**src/rtl/flag_alu_pkg.sv**
```systemverilog
package flag_alu_pkg;

  typedef enum logic [3:0] {
    OP_AND = 4'h0, OP_EOR = 4'h1, OP_SUB = 4'h2, OP_RSB = 4'h3,
    OP_ADD = 4'h4, OP_ADC = 4'h5, OP_SBC = 4'h6, OP_RSC = 4'h7,
    OP_TST = 4'h8, OP_TEQ = 4'h9, OP_CMP = 4'hA, OP_CMN = 4'hB,
    OP_ORR = 4'hC, OP_MOV = 4'hD, OP_BIC = 4'hE, OP_MVN = 4'hF
  } alu_op_e;

  typedef struct packed {
    logic n;
    logic z;
    logic c;
    logic v;
  } nzcv_t;

endpackage

```
**src/rtl/fa_operand.sv**
```systemverilog
module fa_operand #(
  parameter int DATA_W = 32,
  parameter int ROT_W  = 4,
  parameter int IMM_W  = 8
) (
  input  logic                   imm_sel,
  input  logic [DATA_W-1:0]      reg_val,
  input  logic [ROT_W+IMM_W-1:0] imm_field,
  output logic [DATA_W-1:0]      opb,
  output logic                   shc_valid,
  output logic                   shc
);
  localparam int PAD_W = DATA_W - IMM_W;

  function automatic logic [DATA_W-1:0] ror(input logic [DATA_W-1:0] v,
                                            input int unsigned amt);
    ror = (v >> amt) | (v << ((DATA_W - amt) % DATA_W));
  endfunction

  logic [ROT_W-1:0]  rot_cnt;
  logic [DATA_W-1:0] imm_ext;
  logic [DATA_W-1:0] imm_rot;

  assign rot_cnt   = imm_field[ROT_W+IMM_W-1:IMM_W];
  assign imm_ext   = {{PAD_W{1'b0}}, imm_field[IMM_W-1:0]};
  assign imm_rot   = ror(imm_ext, 2 * int'(rot_cnt));
  assign opb       = imm_sel ? imm_rot : reg_val;
  assign shc_valid = imm_sel && (rot_cnt != '0);
  assign shc       = imm_rot[DATA_W-1];
endmodule

```
**src/rtl/fa_core.sv**
```systemverilog
module fa_core
  import flag_alu_pkg::*;
#(
  parameter int DATA_W = 32
) (
  input  alu_op_e           op,
  input  logic [DATA_W-1:0] a,
  input  logic [DATA_W-1:0] b,
  input  logic              c_in,
  input  logic              v_in,
  input  logic              shc_valid,
  input  logic              shc,
  output logic [DATA_W-1:0] res,
  output logic              writes,
  output nzcv_t             flags_out
);
  localparam int MSB = DATA_W - 1;

  // returns {carry, overflow, sum}
  function automatic logic [DATA_W+1:0] add_cv(input logic [DATA_W-1:0] x,
                                               input logic [DATA_W-1:0] y,
                                               input logic ci);
    logic [DATA_W:0] s;
    logic ov;
    s  = {1'b0, x} + {1'b0, y} + {{DATA_W{1'b0}}, ci};
    ov = (x[MSB] == y[MSB]) && (s[MSB] != x[MSB]);
    return {s[DATA_W], ov, s[DATA_W-1:0]};
  endfunction

  logic [DATA_W-1:0] add_x, add_y, add_sum;
  logic              add_ci, add_co, add_ov, is_arith;

  always_comb begin
    is_arith = 1'b1;
    add_x    = a;
    add_y    = b;
    add_ci   = 1'b0;
    case (op)
      OP_SUB, OP_CMP: begin add_y = ~b; add_ci = 1'b1; end
      OP_RSB:         begin add_x = b; add_y = ~a; add_ci = 1'b1; end
      OP_ADD, OP_CMN: add_ci = 1'b0;
      OP_ADC:         add_ci = c_in;
      OP_SBC:         begin add_y = ~b; add_ci = c_in; end
      OP_RSC:         begin add_x = b; add_y = ~a; add_ci = c_in; end
      default:        is_arith = 1'b0;
    endcase
  end

  assign {add_co, add_ov, add_sum} = add_cv(add_x, add_y, add_ci);

  always_comb begin
    case (op)
      OP_AND, OP_TST: res = a & b;
      OP_EOR, OP_TEQ: res = a ^ b;
      OP_ORR:         res = a | b;
      OP_MOV:         res = b;
      OP_BIC:         res = a & ~b;
      OP_MVN:         res = ~b;
      default:        res = add_sum;
    endcase
  end

  assign writes      = (op[3:2] != 2'b10);
  assign flags_out.n = res[MSB];
  assign flags_out.z = (res == '0);
  assign flags_out.c = is_arith ? add_co : (shc_valid ? shc : c_in);
  assign flags_out.v = is_arith ? add_ov : v_in;
endmodule

```
**src/rtl/flag_alu.sv**
```systemverilog
module flag_alu
  import flag_alu_pkg::*;
#(
  parameter int DATA_W = 32,
  parameter int ROT_W  = 4,
  parameter int IMM_W  = 8
) (
  input  logic                   clk,
  input  logic                   rst_n,
  input  logic                   op_valid,
  input  logic [3:0]             opcode,
  input  logic                   set_flags,
  input  logic                   imm_sel,
  input  logic [DATA_W-1:0]      opa,
  input  logic [DATA_W-1:0]      opb_reg,
  input  logic [ROT_W+IMM_W-1:0] imm_field,
  output logic [DATA_W-1:0]      result,
  output logic                   rd_we,
  output logic [3:0]             flags
);
  logic [DATA_W-1:0] opb;
  logic              shc_valid, shc;
  logic [DATA_W-1:0] alu_res;
  logic              alu_writes;
  nzcv_t             alu_flags;
  nzcv_t             flags_q;
  logic [DATA_W-1:0] result_q;
  logic              rd_we_q;

  // named events for the checker
  logic flag_load, reg_load;

  fa_operand #(.DATA_W(DATA_W), .ROT_W(ROT_W), .IMM_W(IMM_W)) u_opnd (
    .imm_sel   (imm_sel),
    .reg_val   (opb_reg),
    .imm_field (imm_field),
    .opb       (opb),
    .shc_valid (shc_valid),
    .shc       (shc)
  );

  fa_core #(.DATA_W(DATA_W)) u_core (
    .op        (alu_op_e'(opcode)),
    .a         (opa),
    .b         (opb),
    .c_in      (flags_q.c),
    .v_in      (flags_q.v),
    .shc_valid (shc_valid),
    .shc       (shc),
    .res       (alu_res),
    .writes    (alu_writes),
    .flags_out (alu_flags)
  );

  assign reg_load  = op_valid && alu_writes;
  assign flag_load = op_valid && (set_flags || !alu_writes);

  always_ff @(posedge clk) begin
    if (!rst_n) begin
      result_q <= '0;
      rd_we_q  <= 1'b0;
      flags_q  <= '0;
    end else begin
      rd_we_q <= reg_load;
      if (reg_load)  result_q <= alu_res;
      if (flag_load) flags_q  <= alu_flags;
    end
  end

  assign result = result_q;
  assign rd_we  = rd_we_q;
  assign flags  = flags_q;
endmodule

```
**config.mk**
```make
export PLATFORM = sky130hd
export DESIGN_NAME = flag_alu
export DESIGN_NICKNAME = d
export VERILOG_FILES = /design/src/rtl/flag_alu_pkg.sv /design/src/rtl/fa_operand.sv /design/src/rtl/fa_core.sv /design/src/rtl/flag_alu.sv
export SDC_FILE = /design/constraint.sdc
export NUM_CORES = 1
export LEC_CHECK = 0
export ABC_AREA = 0
export ABC_CLOCK_PERIOD_IN_PS = 7000
export BUFFER_PORTS_ARGS = -buffer_cell sky130_fd_sc_hd__buf_4
export CORE_MARGIN = 1.5
export CORE_UTILIZATION = 54
export DETAILED_ROUTE_END_ITERATION = 12
export PLACE_DENSITY = 0.79
export REMOVE_ABC_BUFFERS = 1
export SLEW_MARGIN = 40
export SYNTH_ARGS = -nofsm -noshare
export SYNTH_HDL_FRONTEND = slang
export SYNTH_HIERARCHICAL = 1
export SYNTH_SLANG_ARGS = --single-unit
export TNS_END_PERCENT = 50
```
**constraint.sdc**
```tcl
create_clock -name clk -period 7 [get_ports clk]
set_input_delay 2.1 -clock clk [delete_from_list [all_inputs] [get_ports clk]]
set_output_delay 2.1 -clock clk [all_outputs]
set_load 0.005 [all_outputs]
```
==> metrics, run 1 <==
outcome=finished clean; layout overhead on the synthesized area=28.1%; endpoint of the worst-slack reg-to-reg timing path=flags[2]; port bufs=121; cells taking the most area after synthesis=sky130_fd_sc_hd__ha_1 (9.9%), sky130_fd_sc_hd__dfxtp_1 (9.2%), sky130_fd_sc_hd__nand2_1 (8.7%); Worst Skew=6.55 ps; Power per Cell Area=153 nW/um2; worst setup path category=primary input to flop; Max Fclk=146 MHz; drt total wl=31.1 mm; Num CTS Buffers=5; number of nets at the end of the flow=1552; Chip Width=125 um; maximum number of pins on one net before global-route repair=88; actual transition at the worst max-transition pin=675 ps; worst IR drop on VDD=92.1 uV; peak per-stage delay on the critical path=380 ps; setup slack on the worst flop-to-flop path=2470 ps; CP cell instances=buf_4 > inv_1 > ha_4 > mux2i_1 > o21ai_0 > nand2_1 > o221ai_1 > inv_1 > a21oi_1 > o21ai_0 > ha_1 > o211ai_1 > o211ai_1 > nand4_1 > o31ai_1 > xnor2_1 > o2111ai_1 > nand4b_1 > nor4b_2 > nand4b_1 > nor4_2 > nand2_1 > mux2i_1; Post-Synthesis Cell Area=8060 um2; final period demand of the worst path=6870 ps; Clock Sink Count=37; Critical Path End=flags[2]; smallest setup slack after layout=128 ps; maximum clock insertion buffer count=2; Via-to-Cell Ratio=6.45; # placed instances=1575; launch point of the worst path=imm_field[9]; critical path depth in cells=23; DR pass1 iterations=7; most instantiated flip-flop cell in the synthesis netlist=sky130_fd_sc_hd__dfxtp_1; H-tree depth=2; Total GRT Usage=38.1%; number of inserted filler cells in the final layout=1276; core occupancy in the finished layout=71.0%; antenna diode count=0; half-perimeter wire length after detailed placement=23.1 mm; type of the tightest min-delay check=flop to flop; post-synth top area share=9.94%; area of the die=15700 um2; Hold-fix buffers, CTS=0; initial antenna violation count=0; row count=44; drc violations=0; wire length of the first global-routing pass=48.6 mm; Crit Reg-Reg Startpoint=flags[1]; die boundary height=125 um; Power Total=1580 uW; combined buffer and inverter count along the critical path=3; grt ovf=0; layout cells sized above 1=28.1%; Max Fanout on Critical Path=6; LEAKAGE=0.00467 uW; most used standard cells in the synthesized netlist=sky130_fd_sc_hd__nand2_1 (187), sky130_fd_sc_hd__o21ai_0 (115), sky130_fd_sc_hd__a21oi_1 (97); DP Worst Slack=-204 ps; count of endpoints failing hold in the final timing report=0; Crit path arrival time=7110 ps; cell accounting for the most synthesized area=sky130_fd_sc_hd__ha_1; Slowest cell on crit path=sky130_fd_sc_hd__ha_1; count of mapped cells out of synthesis=1198; routability cong.=0.985; number of vias in the routed layout=10200; post-route non-filler standard cell count=1585; clock tree from TritonCTS=yes; depth of the most critical reg-to-reg path=19; via count of the first global-routing pass=9660; distinct cell type count after synthesis=93; count of pins over their slew limit=0; kind of launch point of the worst setup path=primary input; normalized max-slew margin=55.0%; number of antenna-violating nets in the routed design=0; Clock Pin Slew Worst Setup and Hold Paths=70 ps; post-synthesis sequential area ratio=9.19%; MaxCap Viol Count=0; Critical Path RT=7240 ps; Top Family by Delay on Critical Path=compound AO/OA/AOI/OAI gates; EDFF count, synth=0; cell with the most instances after synthesis=sky130_fd_sc_hd__nand2_1; io pins=122; syn_area_per_cell=6.73 um2; clock tree root buffer cell=sky130_fd_sc_hd__clkbuf_16; placeable core region=14500 um2; clock latency reported for the late side of the worst-skew pair=310 ps; endpoint kind of the worst setup timing path=flop; Wirelength per Cell=19.6 um; period utilisation layout=98.2%; initial detailed-routing violation count=1138; async set-reset flop share out of synthesis=0%; number of synthesized register bits=37; number of warning messages in the yosys log=6; Setup-failing EPs final=0; initial standard-cell utilization of the core=55.4%
==> stage by stage <==
step,area (um2),hold slack (ps),setup TNS [ps]
floorplan,7610,451,-7950
global placement,9980,447,-48.5
detailed placement,9980,458,-501
CTS,10100,466,0
global route,10300,481,-0.766
finish,10300,462,0
==> kinds of logic after synthesis <==
| group | share of synthesized area (%) |
|---|---|
| xor+xnor | 3.79 |
| fa+ha+maj | 10.4 |
| flops | 9.19 |
| simple gates | 23.0 |
| mux | 4.19 |
| buf+inv | 9.66 |
| compound gates | 39.7 |
==> power by group <==
part	internal [uW]	switching, uW
Clock	140	109
Combinational	498	586
Sequential	232	11.0
Total	870	706
==> layout by cell type, fill, tap and decap left out, types with 10 or more instances in the layout <==
cell and n:
sky130_fd_sc_hd__xnor2_1 24, sky130_fd_sc_hd__dfxtp_1 37, sky130_fd_sc_hd__buf_4 279, sky130_fd_sc_hd__o2bb2ai_1 11, sky130_fd_sc_hd__mux2i_1 29, sky130_fd_sc_hd__nor3_1 21
sky130_fd_sc_hd__inv_1 86, sky130_fd_sc_hd__o221ai_1 12, sky130_fd_sc_hd__nand2_1 186, sky130_fd_sc_hd__a21boi_2 31, sky130_fd_sc_hd__a31oi_1 17, sky130_fd_sc_hd__o21a_1 14
sky130_fd_sc_hd__o211ai_1 13, sky130_fd_sc_hd__and3_1 10, sky130_fd_sc_hd__ha_1 62, sky130_fd_sc_hd__nor2_1 81, sky130_fd_sc_hd__a21o_1 13, sky130_fd_sc_hd__o21ai_0 110
sky130_fd_sc_hd__a21oi_1 95, sky130_fd_sc_hd__nand3_1 24
==> area by class of cell <==
cell class                      count  area (um2)  share of cell area (%)
Clock buffer                        6         139                    1.35
Clock inverter                      1        7.51                  0.0727
Inverter                           88         330                    3.20
Multi-Input combinational cell    986        6720                    65.1
Sequential cell                    37         741                    7.18
Tap cell                          184         230                    2.23
Timing Repair Buffer              283        2160                    20.9
==> worst min-delay path by stage <==
| stage | start | to | cells past startpoint |
|---|---|---|---|
| finish | result[31] | result[31] | 2 |
| global route | flags[2] | flags[2] | 2 |
| CTS | flags[3] | flags[3] | 2 |
| detailed placement | flags[3] | flags[3] | 2 |
| global placement | flags[3] | flags[3] | 2 |
| floorplan | flags[2] | flags[2] | 2 |
==> flip-flops by register name, summed over array words and instances (netlist names) <==
register and count:
flags 4, rd_we 1, result 32
==> routing by layer <==
layer | vias up | global-route usage (%) | wire length, um
li1 | 4789 | - | -
met2 | 624 | 62.3 | 14300
met3 | 146 | 7.02 | 3100
met1 | 4664 | 47.2 | 12000
met5 | - | 0 | 0
met4 | 0 | 21.4 | 1740
==> what timing repair did <==
item / in CTS / in global routing
buffers inserted: 0 / 3
resized for setup: 0 / 36
setup endpoints to repair: 0 / 6
==> worst register-to-register path, delay by kind of cell, from the launching register on <==
family / cells / cell delay, ps
compound gates: 5 / 990
xor+xnor: 1 / 90
fa+ha+maj: 2 / 750
buf+inv: 2 / 280
flops: 1 / 400
mux: 1 / 130
simple gates: 8 / 1840
Power figures use the tool's default switching activity.
==> run 2: changes to the inputs <==
Settings changed: CORE_UTILIZATION 54 to 25, PLACE_DENSITY 0.79 to 0.43.
==> metrics, run 2 (synthesized netlist as in run 1, its figures left out) <==
outcome=finished clean; clock latency reported for the late side of the worst-skew pair=310 ps (about the same); Worst Skew=4.77 ps (-1.78 ps); type of the tightest min-delay check=flop to flop; setup TNS=0 ps (unchanged); number of inserted filler cells in the final layout=3437 (+170%); Power per Cell Area=149 nW/um2 (-2.3%); DR pass1 iterations=5 (-2); worst setup path category=primary input to flop; initial antenna violation count=0 (unchanged); Max Fclk=145 MHz (-0.24%); LEAKAGE=0.00504 uW (+7.9%); Hold Path Stages=2 (unchanged); global routing usage on met1=29.2% (-18 points); row count=65 (+48%); layout overhead on the synthesized area=38.9%; count of pins over their slew limit=0 (unchanged); worst IR drop on VDD=83.1 uV (-9.7%); period utilisation layout=98.4% (+0.23 points); depth of the most critical reg-to-reg path=18 (-1); endpoint of the worst-slack reg-to-reg timing path=flags[2]; Setup-failing EPs final=0 (unchanged); initial standard-cell utilization of the core=25.5% (-30 points); DP Worst Slack=-391 ps (-187 ps); met3 usage in global routing=2.69% (-4.3 points); number of antenna-violating nets in the routed design=0 (unchanged); via count of the first global-routing pass=9727 (+0.69%); drc violations=0 (unchanged); grt met2 use=37.1% (-25 points); number of nets at the end of the flow=1628 (+4.9%); Max Fanout on Critical Path=10 (+4); Power Total=1670 uW (+6.0%); count of endpoints failing hold in the final timing report=0 (unchanged); Top Family by Delay on Critical Path=compound AO/OA/AOI/OAI gates; smallest setup slack after layout=112 ps (-16.4 ps); commonest cells after routing, fill and taps aside=sky130_fd_sc_hd__buf_4 (355), sky130_fd_sc_hd__nand2_1 (185), sky130_fd_sc_hd__o21ai_0 (112); Crit Reg-Reg Startpoint=flags[1]; combined buffer and inverter count along the critical path=4 (+1); leading cell type in the layout, fill and taps excluded=sky130_fd_sc_hd__buf_4; CP cell instances=buf_4 > buf_6 > mux2i_1 > nand2_1 > a32oi_2 > o31ai_4 > inv_1 > buf_4 > o21ai_0 > fa_2 > fa_2 > a21o_4 > a221o_1 > a22o_2 > o21a_1 > a221o_2 > a221oi_4 > xor2_1 > a21oi_1 > nand4b_1 > nor4_2 > nand2_1 > mux2i_1; Slowest cell on crit path=sky130_fd_sc_hd__a221o_1; Critical Path RT=7240 ps (about the same); placeable core region=31600 um2 (+120%); Wirelength per Cell=19.6 um (-0.26%); half-perimeter wire length after detailed placement=28.7 mm (+24%); io pins=122 (unchanged); layout cells sized above 1=31.8% (+3.8 points); worst-case hold path end point=result[22]; setup slack on the worst flop-to-flop path=2420 ps (-50 ps); actual transition at the worst max-transition pin=784 ps (+110 ps); antenna diode count=0 (unchanged); final period demand of the worst path=6890 ps (+16.4 ps); routability cong.=0.895 (-9.2%); Via-to-Cell Ratio=5.32 (-17%); area of the die=33300 um2 (+110%); Crit path arrival time=7130 ps (+20 ps); Chip Width=183 um (+46%); number of vias in the routed layout=10000 (-2.2%); drt total wl=36.8 mm (+18%); Clock Pin Slew Worst Setup and Hold Paths=60 ps (about the same); Clock Sink Count=37 (unchanged); clock tree from TritonCTS=yes; most congested layer reported by global routing=met2; wire length of the first global-routing pass=56.2 mm (+16%); H-tree depth=2 (unchanged); Min-Delay Startpoint=result[22]; die boundary height=183 um (+46%); endpoint kind of the worst setup timing path=flop; Hold Worst Slack=464 ps (+2.30 ps); port bufs=121 (unchanged); grt ovf=0 (unchanged); maximum number of pins on one net before global-route repair=60 (-32%); normalized max-slew margin=47.7% (-7.3 points); flip-flop count of the largest register, all copies and words added=32 (unchanged); peak per-stage delay on the critical path=410 ps (+30 ps); Total GRT Usage=21.9% (-16 points); Num CTS Buffers=5 (unchanged); setup repair after global routing missed its margin=true; kind of launch point of the worst setup path=primary input; clock tree root buffer cell=sky130_fd_sc_hd__clkbuf_16; maximum clock insertion buffer count=2 (unchanged); MaxCap Viol Count=0 (unchanged); initial detailed-routing violation count=628 (-45%)
run 2: worst reg2reg max path, stage by stage, from the launching register on:
cell                       delay (ps)
sky130_fd_sc_hd__dfxtp_1          410
sky130_fd_sc_hd__inv_1             90
sky130_fd_sc_hd__a21oi_1           60
sky130_fd_sc_hd__o21ai_0          150
sky130_fd_sc_hd__nand2_1          120
sky130_fd_sc_hd__fa_2             450
sky130_fd_sc_hd__fa_2             370
sky130_fd_sc_hd__a21o_4           250
sky130_fd_sc_hd__a221o_1          410
sky130_fd_sc_hd__a22o_2           270
sky130_fd_sc_hd__o21a_1           220
sky130_fd_sc_hd__a221o_2          400
sky130_fd_sc_hd__a221oi_4         280
sky130_fd_sc_hd__xor2_1           170
sky130_fd_sc_hd__a21oi_1           90
sky130_fd_sc_hd__nand4b_1         290
sky130_fd_sc_hd__nor4_2           280
sky130_fd_sc_hd__nand2_1           70
sky130_fd_sc_hd__mux2i_1          130
run 2: per-stage QoR:
stage / area (um2) / utilization [%] / instances
6_report: 11200 / 35.4 / 1879
5_1_grt: 11200 / 35.4 / 1879
4_1_cts: 10900 / 34.6 / 1873
3_5_place_dp: 10800 / 34.1 / 1866
3_3_place_gp: 10800 / 34.1 / 1866
2_1_floorplan: 7610 / - / 1111
run 2: how the worst max path moves through the flow:
stage                            start       end  slack (ps)  depth (start not counted)
after floorplan              opcode[2]  flags[2]       -1070                         19
after global placement    imm_field[9]  flags[2]        -330                         25
after detailed placement  imm_field[9]  flags[2]        -390                         26
after CTS                 imm_field[9]  flags[2]          60                         25
after global routing      imm_field[8]  flags[2]        -110                         25
final                     imm_field[9]  flags[2]         110                         23
run 2: power by group:
group          internal [uW]  leakage, uW  total [uW]  switching (uW)
clock network            141    0.0000700         249             108
logic                    558      0.00466        1180             620
registers                232     0.000303         242            10.8
total                    930      0.00504        1670             739
run 2: final cells by class:
class                      instances  area [um2]  area share, %
inverter                          88         330           2.95
clock buffer                       7         143           1.27
multi-input combinational        986        6760           60.4
timing repair buffer             359        2710           24.2
sequential                        37         741           6.62
tap                              402         503           4.49
run 2: layer usage:
layer	vias to the layer above	wire, um
li1	4940	-
met1	4742	17100
met2	277	17200
met3	42	1730
met4	0	761
met5	-	0
run 2: timing repair:
action / CTS / global route
hold buffers: 0 / 0
resized for setup: 3 / 39
setup buffers: 0 / 6
setup endpoints to repair: 1 / 8
gates cloned: 0 / 0
pin swaps: 0 / 15
